### config.mk
export PLATFORM = sky130hd
export DESIGN_NAME = vcmp_mask_unit
export DESIGN_NICKNAME = d
export VERILOG_FILES = /design/src/rtl/vcmp_pkg.sv /design/src/rtl/vcmp_lane_cmp.sv /design/src/rtl/vcmp_size_bank.sv /design/src/rtl/vcmp_mask_unit.sv
export SDC_FILE = /design/constraint.sdc
export NUM_CORES = 2
export LEC_CHECK = 0
export BUFFER_PORTS_ARGS = -buffer_cell sky130_fd_sc_hd__buf_2
export CAP_MARGIN = 20
export CORE_AREA = 4 4 451 453
export CTS_CLUSTER_SIZE = 8
export DETAILED_ROUTE_END_ITERATION = 8
export DIE_AREA = 0 0 455 457
export MAX_ROUTING_LAYER = met4
export SYNTH_ARGS = -nofsm -noshare
export SYNTH_HDL_FRONTEND = slang
export SYNTH_SLANG_ARGS = --single-unit
### constraint.sdc
create_clock -name clk_i -period 1.1 [get_ports clk_i]
set_input_delay 0.22 -clock clk_i [delete_from_list [all_inputs] [get_ports clk_i]]
set_output_delay 0.22 -clock clk_i [all_outputs]
set_load 0.05 [all_outputs]
### src/rtl/vcmp_pkg.sv
package vcmp_pkg;
  typedef enum logic [2:0] {
    PRED_EQ    = 3'd0,
    PRED_LT    = 3'd1,
    PRED_LE    = 3'd2,
    PRED_NEVER = 3'd3,
    PRED_NE    = 3'd4,
    PRED_GE    = 3'd5,
    PRED_GT    = 3'd6,
    PRED_ALWAYS = 3'd7
  } cmp_pred_e;

  typedef enum logic [1:0] {
    LANE_B8  = 2'd0,
    LANE_B16 = 2'd1,
    LANE_B32 = 2'd2,
    LANE_B64 = 2'd3
  } lane_size_e;

  localparam int unsigned NUM_SIZES = 4;

  function automatic logic pred_eval(cmp_pred_e pred, logic eq, logic lt);
    logic r;
    unique case (pred)
      PRED_EQ:     r = eq;
      PRED_LT:     r = lt;
      PRED_LE:     r = lt | eq;
      PRED_NEVER:  r = 1'b0;
      PRED_NE:     r = ~eq;
      PRED_GE:     r = ~lt;
      PRED_GT:     r = ~(lt | eq);
      default:     r = 1'b1;
    endcase
    return r;
  endfunction
endpackage

### src/rtl/vcmp_lane_cmp.sv
module vcmp_lane_cmp #(
  parameter int unsigned LANE_W = 8
) (
  input  logic              [LANE_W-1:0] a_i,
  input  logic              [LANE_W-1:0] b_i,
  input  logic                           signed_i,
  input  vcmp_pkg::cmp_pred_e            pred_i,
  output logic                           hit_o
);
  logic [LANE_W-1:0] a_k, b_k;
  logic eq, lt;

  // flipping the sign bit maps two's complement order onto unsigned order
  always_comb begin
    a_k = a_i;
    b_k = b_i;
    a_k[LANE_W-1] = a_i[LANE_W-1] ^ signed_i;
    b_k[LANE_W-1] = b_i[LANE_W-1] ^ signed_i;
    eq = (a_i == b_i);
    lt = (a_k < b_k);
    hit_o = vcmp_pkg::pred_eval(pred_i, eq, lt);
  end
endmodule

### src/rtl/vcmp_size_bank.sv
module vcmp_size_bank #(
  parameter int unsigned VEC_W  = 512,
  parameter int unsigned LANE_W = 8,
  localparam int unsigned N_LANES = VEC_W / LANE_W
) (
  input  logic [VEC_W-1:0]      src_a_i,
  input  logic [VEC_W-1:0]      src_b_i,
  input  logic                  signed_i,
  input  vcmp_pkg::cmp_pred_e   pred_i,
  output logic [N_LANES-1:0]    hit_o
);
  for (genvar l = 0; l < N_LANES; l++) begin : g_lane
    vcmp_lane_cmp #(.LANE_W(LANE_W)) u_cmp (
      .a_i      (src_a_i[l*LANE_W +: LANE_W]),
      .b_i      (src_b_i[l*LANE_W +: LANE_W]),
      .signed_i (signed_i),
      .pred_i   (pred_i),
      .hit_o    (hit_o[l])
    );
  end
endmodule

### src/rtl/vcmp_mask_unit.sv
module vcmp_mask_unit #(
  parameter int unsigned VEC_W = 512,
  localparam int unsigned MASK_W = VEC_W / 8
) (
  input  logic              clk_i,
  input  logic              rst_ni,
  input  logic              valid_i,
  input  logic [VEC_W-1:0]  src_a_i,
  input  logic [VEC_W-1:0]  src_b_i,
  input  logic [1:0]        size_i,
  input  logic              signed_i,
  input  logic [2:0]        pred_i,
  input  logic [MASK_W-1:0] qual_mask_i,
  output logic              valid_o,
  output logic [MASK_W-1:0] mask_o
);
  import vcmp_pkg::*;

  cmp_pred_e   pred;
  logic [MASK_W-1:0] bank_hits [NUM_SIZES];
  logic [MASK_W-1:0] masked_d;

  assign pred = cmp_pred_e'(pred_i);

  for (genvar g = 0; g < NUM_SIZES; g++) begin : g_size
    localparam int unsigned LW = 8 << g;
    localparam int unsigned NL = VEC_W / LW;
    logic [NL-1:0] hits;
    vcmp_size_bank #(.VEC_W(VEC_W), .LANE_W(LW)) u_bank (
      .src_a_i  (src_a_i),
      .src_b_i  (src_b_i),
      .signed_i (signed_i),
      .pred_i   (pred),
      .hit_o    (hits)
    );
    // upper bits zero-filled: inactive lanes never set
    assign bank_hits[g] = MASK_W'(hits);
  end

  assign masked_d = bank_hits[size_i] & qual_mask_i;

  always_ff @(posedge clk_i or negedge rst_ni) begin
    if (!rst_ni) begin
      valid_o <= 1'b0;
      mask_o  <= '0;
    end else begin
      valid_o <= valid_i;
      if (valid_i) mask_o <= masked_d;
    end
  end
endmodule

==> summary.md <==
| Metric | Value |
|---|---|
| NumNets Final | 7,214 |
| Area Overhead vs Synth | 111% |
| Slew Viols, Final | 0 |
| Endpoint, Worst Hold | mask_o[52]$_DFFE_PN0P_ |
| RSZ-0062 raised after global routing | yes |
| Placeable Area | 199,000 um2 |
| Yosys top cell area share | 28.8% |
| Antenna violations before repair | between 200 and 250 |
| CTS Buffer Depth | 2 |
| Most used standard cell by instance count after synthesis | inv_1 |
| Total of max-cap violations | 0 |
| Nature of the critical path startpoint | input pin |
| Synth Instances | roughly 3,500 |
| Final non-filler cell total | 8,339 |
| Syn_area_per_cell | 6.99 um2 |
| Largest cells by area after synthesis | ha_1, inv_1, dfrtp_1, a21oi_1, o21ai_0 |
| Worst Path Arrival | 2.75 ns |
| Clk pin slew, worst setup/hold paths | 0.07 ns |
| Tmin final | between 2 and 2.5 ns |
| Reg2reg start | mask_o[25]$_DFFE_PN0P_ |
| Yosys top cell by area | ha_1 |
| Hold Violations, Final | 0 |
| Period utilization | 222% |
| Hold path depth | 2 |
| P_leak | 24.1 nW |
| DP Cell Count | 8,102 |
| Worst Max-Slew Pin Slew | 0.731 ns |
| Peak supply drop | 0.000980 V |
| Vias/cell | 4.37 |
| Cell Pwr Density | between 500 and 600 nW/um2 |
| Crit Path Max Fanout | 3 |
| Tot GR Track Use | 21.7% |
| Setup-failing EPs final | 129 |
| Vias | 36,400 |
| Post-Syn Area | about 24,000 um2 |
| Final ANT Viol Nets | 0 |
| CP Class | input pin to flip-flop |
| Worst Setup Slack post-DPL | -2.47 ns |
| Top cells by count, synth | inv_1, ha_1, a21oi_1, nand2_1, nor2_1 |
| Largest net degree at the start of global routing | 47 |
| Pre-antenna DRT Iters | 6 |
| H-tree lvl count | 3 |
| R2r setup slk | -0.31 ns |
| Library cells used by synthesis | 90 |
| Layout cells sized above 1 | between 50% and 60% |
| Num CTS Buffers | 9 |
| CTS tree | done |
| Failing checks | setup timing |
| Register area share after synthesis | under 10% |
| Row cnt | 164 |
| Die W | 455 um |
| Synth Net Count | 5,138 |
| IO Pins | 1,162 |
| Port Buf Inserts | around 1,200 |
| Post-synthesis register bit count | 65 |
| DRT iter0 DRCs | approximately 2,300 |
| Hold Crit Class | input pin to flip-flop |
| Synth warn | 0 |
| Reg2reg end | mask_o[25]$_DFFE_PN0P_ |
| R2R depth | 5 |
| Fmax | approximately 400 MHz |
| Vias in the first global route | 36,600 |
| Clock sink count | 65 |
| Post-synth EDFFs | 0 |
| Final WL | between 200,000 and 250,000 um |
| CP endpoint kind | flip-flop |
| Die area | 208,000 um2 |
| Hold path startpoint | qual_mask_i[52] |
| Starting Density | 12.2% |
| DIE HEIGHT | about 460 um |
| WP data required | ~1.4 ns |
| HPWL after DPL | 208,000 um |
| # DRC | 0 |
| First-pass GRT wire length | ~300,000 um |
| Outcome | finished with violations |
| Clk root buf | clkbuf_16 |
| Post-synth top flop | dfrtp_1 |
| Final WS setup | -1.34 ns |
| Clk_lat worst skew | 0.41 ns |
| Overflow after GRT | 0 |
| Overall Power | slightly below 30 mW |
| Post-synth ARST share | 100% |
| Routed length per instance | 27.8 um |
| Post-Route Skew | 0 ns |
| Worst hold slack | 0.0499 ns |
| Max-slew headroom | 50.8% |
| Placer Congestion | around 1 |
-- repair_timing --
action | CTS | global route
hold buffers | 1 | 0
setup buffers | 89 | 61
endpoints found under the setup margin | 129 | 129
cloned | 2 | 0
endpoints found under the hold margin | 65 | 0
gates resized for setup | 825 | 424
pin swaps | 344 | 313
-- flip-flops by register name, summed over array words and instances, names as in the netlist --
signal,flops
mask_o,64
valid_o,1
-- kinds of logic after synthesis --
logic type	share of synthesized area, %
AND/OR/NAND/NOR	22.2
AO/OA/AOI/OAI	27.3
buffers and inverters	11.2
adder cells (fa/ha/maj)	28.8
XOR/XNOR	2.73
flip-flops	6.68
multiplexers	1.13
-- stage by stage --
step	TNS, ns	util, %	cell area [um2]
2_1_floorplan	-49.02	-	27700
3_3_place_gp	-100.03	22.0	43900
3_5_place_dp	-100.41	22.1	43900
4_1_cts	-64.85	24.5	48700
5_1_grt	-68.91	25.7	51300
6_report	-62.17	25.8	51300
-- cells in the final DEF, fill, tap and decap left out, types with 22 or more instances in the layout --
cell	n
and4_1	22
a211oi_2	29
nand3_1	79
o21ai_0	84
o21ai_2	35
a21o_1	69
nand2b_1	38
buf_2	953
nor3_1	56
buf_12	69
inv_4	43
a21oi_2	86
buf_8	38
inv_2	96
dfrtp_1	61
nor3_2	22
and3_1	36
mux2i_1	22
nor3_4	22
a21oi_4	30
a21oi_1	150
nor2_2	32
a31oi_1	44
o211ai_1	29
buf_4	897
inv_12	23
a32o_1	36
inv_1	432
nor2_1	166
ha_4	218
nand2_1	197
xnor2_1	49
and3_4	25
buf_6	200
diode_2	121
nand4_1	109
o21ai_1	58
ha_1	336
nor2b_1	31
-- area by class of cell --
class                           instances  area (um2)
Tap cell                             2656        3320
Sequential cell                        65        1630
Antenna cell                          121         303
Clock buffer                           11         253
Inverter                              612        2800
Fill cell                           21700      148000
Clock inverter                          5        85.1
Multi-Input combinational cell       2705       27100
Timing Repair Buffer                 2164       15900
-- layer usage --
metal | vias to the layer above | GRT usage, % | part of all wire, %
li1 | 17000 | - | -
met1 | 17500 | 25.7 | 41
met2 | 1543 | 36.4 | 48
met3 | 382 | 3.83 | 6.6
met4 | 0 | 8.79 | 4.9
met5 | - | - | 0
-- how the worst max path moves through the flow --
stage | startpoint | to | slack [ns] | cells after the start
finish | src_b_i[101] | mask_o[1]$_DFFE_PN0P_ | -1.34 | 13
detailed placement | src_b_i[70] | mask_o[8]$_DFFE_PN0P_ | -2.47 | 14
global placement | src_b_i[346] | mask_o[10]$_DFFE_PN0P_ | -2.61 | 12
floorplan | src_b_i[85] | mask_o[1]$_DFFE_PN0P_ | -1.36 | 11
CTS | src_a_i[344] | mask_o[10]$_DFFE_PN0P_ | -1.44 | 12
global route | src_b_i[335] | mask_o[10]$_DFFE_PN0P_ | -1.43 | 11
-- worst max-delay path, cell delays in order --
cell     delay (ns)
buf_6          0.08
inv_4          0.04
ha_4           0.27
nand4_1        0.13
buf_4          0.17
or4_4          0.51
nor3_4         0.23
buf_12         0.15
o211a_4        0.23
nor3_2         0.07
mux2i_1        0.13
o32a_1         0.33
o21a_1         0.17
-- power breakdown --
group	total [mW]	internal [mW]	switching (mW)
clock	3.76	2.12	1.64
combinational	23.2	11.2	12.1
sequential	2.77	2.58	0.190
(Power assumes the default switching activity.)
